## config.mk

```make
export PLATFORM = sky130hd
export DESIGN_NAME = disp_ctrl
export DESIGN_NICKNAME = d
export VERILOG_FILES = /design/src/rtl/disp_pkg.sv /design/src/rtl/disp_sat_cnt.sv /design/src/rtl/disp_slot_check.sv /design/src/rtl/disp_ctrl.sv
export SDC_FILE = /design/constraint.sdc
export NUM_CORES = 1
export LEC_CHECK = 0
export ABC_AREA = 1
export ABC_CLOCK_PERIOD_IN_PS = 13850
export BUFFER_PORTS_ARGS = -buffer_cell sky130_fd_sc_hd__buf_2
export CORE_MARGIN = 2
export CORE_UTILIZATION = 35
export CTS_CLUSTER_SIZE = 25
export DETAILED_ROUTE_END_ITERATION = 10
export PLACE_DENSITY = 0.63
export REMOVE_ABC_BUFFERS = 1
export SYNTH_ARGS = -nofsm -noshare
export SYNTH_HDL_FRONTEND = slang
export SYNTH_SLANG_ARGS = --single-unit
```

## constraint.sdc

```tcl
create_clock -name clk_i -period 13.85 [get_ports clk_i]
set_input_delay 2.77 -clock clk_i [delete_from_list [all_inputs] [get_ports clk_i]]
set_output_delay 2.77 -clock clk_i [all_outputs]
set_load 0.02 [all_outputs]
```

## src/rtl/disp_pkg.sv

```systemverilog
`timescale 1ns/1ps
package disp_pkg;
  typedef enum logic [2:0] {
    CS_NONE  = 3'd0,
    CS_ROB   = 3'd1,
    CS_REG   = 3'd2,
    CS_SCHED = 3'd3,
    CS_LQ    = 3'd4,
    CS_SQ    = 3'd5,
    CS_GROUP = 3'd6
  } cause_e;

  localparam int NCAUSE = 6;
  localparam logic [1:0] K_LOAD  = 2'd1;
  localparam logic [1:0] K_STORE = 2'd2;
endpackage

```

## src/rtl/disp_sat_cnt.sv

```systemverilog
`timescale 1ns/1ps
module disp_sat_cnt #(
  parameter int CNT_W = 16
) (
  input  logic             clk_i,
  input  logic             rst_ni,
  input  logic             clr_i,
  input  logic             inc_i,
  output logic [CNT_W-1:0] cnt_o
);
  always_ff @(posedge clk_i or negedge rst_ni) begin
    if (!rst_ni)                   cnt_o <= '0;
    else if (clr_i)                cnt_o <= '0;
    else if (inc_i && cnt_o != '1) cnt_o <= cnt_o + CNT_W'(1);
  end
endmodule

```

## src/rtl/disp_slot_check.sv

```systemverilog
`timescale 1ns/1ps
module disp_slot_check
  import disp_pkg::*;
#(
  parameter int W       = 4,
  parameter int UOP_W   = 3,
  parameter int CRED_W  = 6,
  parameter int SUM_W   = 8,
  parameter bit REGS_ON = 1'b1,
  parameter bit FIRST   = 1'b0
) (
  input  logic              valid_i,
  input  logic [UOP_W-1:0]  uops_i,
  input  logic              dst_i,
  input  logic [1:0]        kind_i,
  input  logic              solo_i,
  input  logic              prev_solo_i,
  input  logic [SUM_W-1:0]  used_uops_i,
  input  logic [SUM_W-1:0]  used_regs_i,
  input  logic [SUM_W-1:0]  used_ld_i,
  input  logic [SUM_W-1:0]  used_st_i,
  input  logic [CRED_W-1:0] rob_free_i,
  input  logic [CRED_W-1:0] reg_free_i,
  input  logic [CRED_W-1:0] sched_free_i,
  input  logic [CRED_W-1:0] lq_free_i,
  input  logic [CRED_W-1:0] sq_free_i,
  output logic              ok_o,
  output cause_e            cause_o,
  output logic [SUM_W-1:0]  nxt_uops_o,
  output logic [SUM_W-1:0]  nxt_regs_o,
  output logic [SUM_W-1:0]  nxt_ld_o,
  output logic [SUM_W-1:0]  nxt_st_o
);
  logic is_ld, is_st;
  logic wid_ok, rob_ok, reg_ok, sch_ok, ld_ok, st_ok, grp_ok;

  // Sums assume every older slot is taken; only used when that holds.
  always_comb begin
    is_ld      = (kind_i == K_LOAD);
    is_st      = (kind_i == K_STORE);
    nxt_uops_o = used_uops_i + SUM_W'(uops_i);
    nxt_regs_o = used_regs_i + SUM_W'(dst_i);
    nxt_ld_o   = used_ld_i + SUM_W'(is_ld);
    nxt_st_o   = used_st_i + SUM_W'(is_st);
    wid_ok     = nxt_uops_o <= SUM_W'(W);
    rob_ok     = nxt_uops_o <= SUM_W'(rob_free_i);
    reg_ok     = !REGS_ON || !dst_i || (nxt_regs_o <= SUM_W'(reg_free_i));
    sch_ok     = nxt_uops_o <= SUM_W'(sched_free_i);
    ld_ok      = !is_ld || (nxt_ld_o <= SUM_W'(lq_free_i));
    st_ok      = !is_st || (nxt_st_o <= SUM_W'(sq_free_i));
    grp_ok     = FIRST || !(solo_i || prev_solo_i);
    ok_o       = valid_i && wid_ok && rob_ok && reg_ok && sch_ok && ld_ok && st_ok && grp_ok;

    if (!valid_i || !wid_ok) cause_o = CS_NONE;
    else if (!rob_ok)        cause_o = CS_ROB;
    else if (!reg_ok)        cause_o = CS_REG;
    else if (!sch_ok)        cause_o = CS_SCHED;
    else if (!ld_ok)         cause_o = CS_LQ;
    else if (!st_ok)         cause_o = CS_SQ;
    else if (!grp_ok)        cause_o = CS_GROUP;
    else                     cause_o = CS_NONE;
  end
endmodule

```

## src/rtl/disp_ctrl.sv

```systemverilog
`timescale 1ns/1ps
module disp_ctrl
  import disp_pkg::*;
#(
  parameter int WIDTH_CFG   = 4,
  parameter int DEF_WIDTH   = 2,
  parameter int UOP_W       = 3,
  parameter int CRED_W      = 6,
  parameter int CNT_W       = 16,
  parameter int RENAME_REGS = 32,
  localparam int W  = (WIDTH_CFG == 0) ? DEF_WIDTH : WIDTH_CFG,
  localparam int GW = $clog2(W + 1)
) (
  input  logic                      clk_i,
  input  logic                      rst_ni,
  input  logic                      clr_i,
  input  logic [W-1:0]              in_valid_i,
  input  logic [W-1:0][UOP_W-1:0]   in_uops_i,
  input  logic [W-1:0]              in_dst_i,
  input  logic [W-1:0][1:0]         in_kind_i,
  input  logic [W-1:0]              in_solo_i,
  input  logic [CRED_W-1:0]         rob_free_i,
  input  logic [CRED_W-1:0]         reg_free_i,
  input  logic [CRED_W-1:0]         sched_free_i,
  input  logic [CRED_W-1:0]         lq_free_i,
  input  logic [CRED_W-1:0]         sq_free_i,
  output logic [W-1:0]              take_o,
  output logic [GW-1:0]             grp_uops_o,
  output logic [2:0]                cause_o,
  output logic [NCAUSE-1:0][CNT_W-1:0] stall_cnt_o,
  output logic [W:0][CNT_W-1:0]     hist_o
);
  localparam int PW    = UOP_W + $clog2(W + 1);
  localparam int SUM_W = ((CRED_W > PW) ? CRED_W : PW) + 1;
  localparam bit REGS_ON = (RENAME_REGS != 0);

  logic [SUM_W-1:0] su [W+1];
  logic [SUM_W-1:0] sr [W+1];
  logic [SUM_W-1:0] sl [W+1];
  logic [SUM_W-1:0] ss [W+1];
  logic [W-1:0]     ok;
  logic [W-1:0]     prev_solo;
  cause_e           slot_cause [W];
  logic [2:0]       cause_l;
  logic [SUM_W-1:0] acc;

  assign su[0] = '0;
  assign sr[0] = '0;
  assign sl[0] = '0;
  assign ss[0] = '0;

  for (genvar i = 0; i < W; i++) begin : g_slot
    if (i == 0) begin : g_first
      assign prev_solo[i] = 1'b0;
    end else begin : g_rest
      assign prev_solo[i] = in_solo_i[i-1];
    end
    disp_slot_check #(
      .W(W), .UOP_W(UOP_W), .CRED_W(CRED_W), .SUM_W(SUM_W),
      .REGS_ON(REGS_ON), .FIRST(i == 0)
    ) u_chk (
      .valid_i(in_valid_i[i]), .uops_i(in_uops_i[i]), .dst_i(in_dst_i[i]),
      .kind_i(in_kind_i[i]), .solo_i(in_solo_i[i]), .prev_solo_i(prev_solo[i]),
      .used_uops_i(su[i]), .used_regs_i(sr[i]), .used_ld_i(sl[i]), .used_st_i(ss[i]),
      .rob_free_i(rob_free_i), .reg_free_i(reg_free_i), .sched_free_i(sched_free_i),
      .lq_free_i(lq_free_i), .sq_free_i(sq_free_i),
      .ok_o(ok[i]), .cause_o(slot_cause[i]),
      .nxt_uops_o(su[i+1]), .nxt_regs_o(sr[i+1]), .nxt_ld_o(sl[i+1]), .nxt_st_o(ss[i+1])
    );
  end

  // Prefix acceptance; cause comes from the first refused slot.
  always_comb begin
    logic run;
    logic found;
    run     = 1'b1;
    found   = 1'b0;
    acc     = '0;
    cause_l = 3'(CS_NONE);
    for (int i = 0; i < W; i++) begin
      run       = run && ok[i];
      take_o[i] = run;
      if (run) acc = acc + SUM_W'(in_uops_i[i]);
      if (!run && !found) begin
        found   = 1'b1;
        cause_l = 3'(slot_cause[i]);
      end
    end
  end

  assign grp_uops_o = GW'(acc);
  assign cause_o    = cause_l;

  for (genvar c = 0; c < NCAUSE; c++) begin : g_stall
    disp_sat_cnt #(.CNT_W(CNT_W)) u_cnt (
      .clk_i(clk_i), .rst_ni(rst_ni), .clr_i(clr_i),
      .inc_i(cause_l == 3'(c + 1)), .cnt_o(stall_cnt_o[c])
    );
  end

  for (genvar b = 0; b <= W; b++) begin : g_hist
    disp_sat_cnt #(.CNT_W(CNT_W)) u_cnt (
      .clk_i(clk_i), .rst_ni(rst_ni), .clr_i(clr_i),
      .inc_i(grp_uops_o == GW'(b)), .cnt_o(hist_o[b])
    );
  end
endmodule

```

==> run metrics <==
Max Clk Rate 92.13 MHz; max_slew headroom 33.56%; GRT overflow 0; vias 14750; Post-synth EDFFs 0; post-synthesis compound-gate area fraction 2.185%; ANT nets after route 0; Setup Skew 0.007117 ns; CP startpoint kind primary input; cts bufs inserted 17; VDD IR max 76.06 uV; Synth top area share 29.03%; placed cells 2911; Synth Area in Simple Gates 41.00%; Fill cells 4517; Pre-Repair DR Iteration Count 5; largest family of logic cells by synthesized area simple AND/OR/NAND/NOR gates; Yosys reg bits 176; die area 45030 um^2; final hold vios 0; post-synthesis instance area 15170 um^2; pin count of the biggest net entering global routing 137; placed instance area 16850 um^2; Area contributors post-synth dfrtp_1, nand2_1, nand3_1, ha_1, xor2_1; I/O pin count 251; Finished Layout Cells 2943; total power 1.347 mW; clock tree buffer depth 2; Post-DP HPWL 33180 um; Design Area, Final 17510 um^2; initial antenna violation count 1; Total Wirelength 44080 um; port bufs 250; number of global-route vias before repair 13960; Worst EP arrival 8.08 ns; WS Path Type in -> out; top-count cell post-synth nand2_1; Initial DRC Count 1048; hold-critical path depth 2; final setup violation count 0; Post-synth ARST share 100.0%; Synth Warn # 0; adder-cell share of the synthesized area 9.995%; Die Wd 212.2 um; power per cell area 76.95 nW/um^2; routability cong. 0.9313; CTS tree built; slowest stage cell, crit path nand2_2; outcome completed; Hold WC Path Type reg -> reg; Mapped Cells 2143; crit end category output port; Synth Area per Inst 7.080 um^2; core area 42890 um^2; Die H 212.2 um; xor and xnor area share after synthesis 8.428%; crit path max fanout 21; Post-CTS Setup Bufs 0; post_cts resized 0; Lkg Pwr 9.826 nW; CTS H-tree depth 4; RSZ-0062 raised after global routing false; slowest stage delay, CP 0.56 ns; area leader, netlist dfrtp_1; Post-synth top cells nand2_1, nand3_1, inv_1, nor2_1, dfrtp_1; top_reg_cell synth dfrtp_1; hold_buf cts 0; min cycle time layout 10.85 ns; fin nets 2524; most used cell, CP nand2_1; register area share after synthesis 29.03%; # DRC 0; Setup crit start in_uops_i[0]; # diodes 0; # rows 76; mux cell area share after synthesis 0%; GRT Overall Usage 19.61%; Worst-path clk slew 0.07 ns; Slew @ Worst Pin 0.9966 ns; Slew Limit Fails 0; Req. time, crit path 11.08 ns; r2r startpoint g_hist[0].u_cnt.cnt_o[2]; Starting Density 35.38%; period utilization 78.37%; reg-to-reg setup timing slack 11.37 ns; global-route wire length before repair 71330 um; DR WL/cell 14.98 um; setup TNS 0 ns; Area Growth Syn to Fin 15.40%; Unique masters post-synth 45; Maximum Capacitance Violations 0; Worst Setup EP grp_uops_o[2]; Vias/cell 5.012; Register-to-Register Path Depth 10; Clock Sinks 176; clk root buf clkbuf_16; reg2reg end g_hist[0].u_cnt.cnt_o[2]; share of layout cells above drive strength 1 15.61%; Clk Latency, worst-skew pair 0.46 ns
==> report_power, final <==
| group | leakage (nW) | internal [mW] | total, mW | switching (mW) |
|---|---|---|---|---|
| Clock | 0.303 | 0.322 | 0.555 | 0.232 |
| Sequential | 2.45 | 0.517 | 0.522 | 0.00512 |
| Combinational | 7.07 | 0.0851 | 0.271 | 0.186 |
==> routing by layer <==
metal | vias up | global-route usage, % | wire length (um)
met5 | - | 0 | 0
met4 | 0 | 5.925 | 1003
met3 | 55 | 4.269 | 2484
met2 | 322 | 32.30 | 20320
met1 | 6939 | 25.66 | 20280
li1 | 7435 | - | -
==> kinds of logic (layout without fill, tap and decap cells) <==
| group | count (synthesis) | after routing |
|---|---|---|
| simple gates | 1292 | 1292 |
| buf+inv | 356 | 571 |
| flops | 176 | 176 |
| xor+xnor | 146 | 146 |
| fa+ha+maj | 114 | 114 |
| compound gates | 59 | 59 |
==> area by class of cell <==
cell class / instances / area [um^2] / area share (%)
clock inverters: 15 / 231.5 / 1.322
inverters: 285 / 1077 / 6.153
repair buffers: 254 / 1290 / 7.368
flip-flops and latches: 176 / 4404 / 25.16
clock buffers: 17 / 425.4 / 2.430
multi-input cells: 1611 / 9348 / 53.39
well taps: 585 / 732.0 / 4.181
==> cell usage in the layout, fill, tap and decap left out, types with 6 or more instances in the layout <==
cell,count
a21oi_1,29
and3_1,6
buf_2,249
clkbuf_16,17
dfrtp_1,176
fa_1,12
ha_1,102
inv_1,273
inv_2,10
nand2_1,493
nand2_2,21
nand3_1,292
nand3_2,15
nand3b_1,27
nand4_1,139
nor2_1,192
nor2_2,7
nor2_4,13
nor3_1,41
nor4_1,19
o21ai_0,16
xnor2_1,11
xor2_1,135
==> metrics by stage <==
stage	hold WS (ns)	utilization, %	worst slack (ns)
after floorplan	0.6379	-	4.093
after global placement	0.5270	39.29	3.154
after detailed placement	0.5393	39.29	3.027
after CTS	0.5554	40.82	3.004
after global routing	0.5726	40.82	2.529
final	0.5542	40.82	2.996
==> sequential cells by signal, summed over array words and instances (netlist names) <==
signal               flops
g_hist.u_cnt.cnt_o      80
g_stall.u_cnt.cnt_o     96
==> worst min-delay path by stage <==
stage | startpoint | endpoint | slack, ns
6_report | g_stall[0].u_cnt.cnt_o[15] | g_stall[0].u_cnt.cnt_o[15] | 0.55
5_1_grt | g_stall[0].u_cnt.cnt_o[15] | g_stall[0].u_cnt.cnt_o[15] | 0.57
4_1_cts | g_stall[0].u_cnt.cnt_o[15] | g_stall[0].u_cnt.cnt_o[15] | 0.56
3_5_place_dp | g_stall[0].u_cnt.cnt_o[15] | g_stall[0].u_cnt.cnt_o[15] | 0.54
3_3_place_gp | g_stall[0].u_cnt.cnt_o[15] | g_stall[0].u_cnt.cnt_o[15] | 0.53
2_1_floorplan | g_stall[0].u_cnt.cnt_o[15] | g_stall[0].u_cnt.cnt_o[15] | 0.64
==> worst max-delay path, delay by kind of cell <==
family	cells	cell delay, ns
XOR/XNOR	1	0.22
buffers and inverters	7	0.75
AND/OR/NAND/NOR	19	2.69
adder cells (fa/ha/maj)	5	1.64
Power figures use the tool's default switching activity.
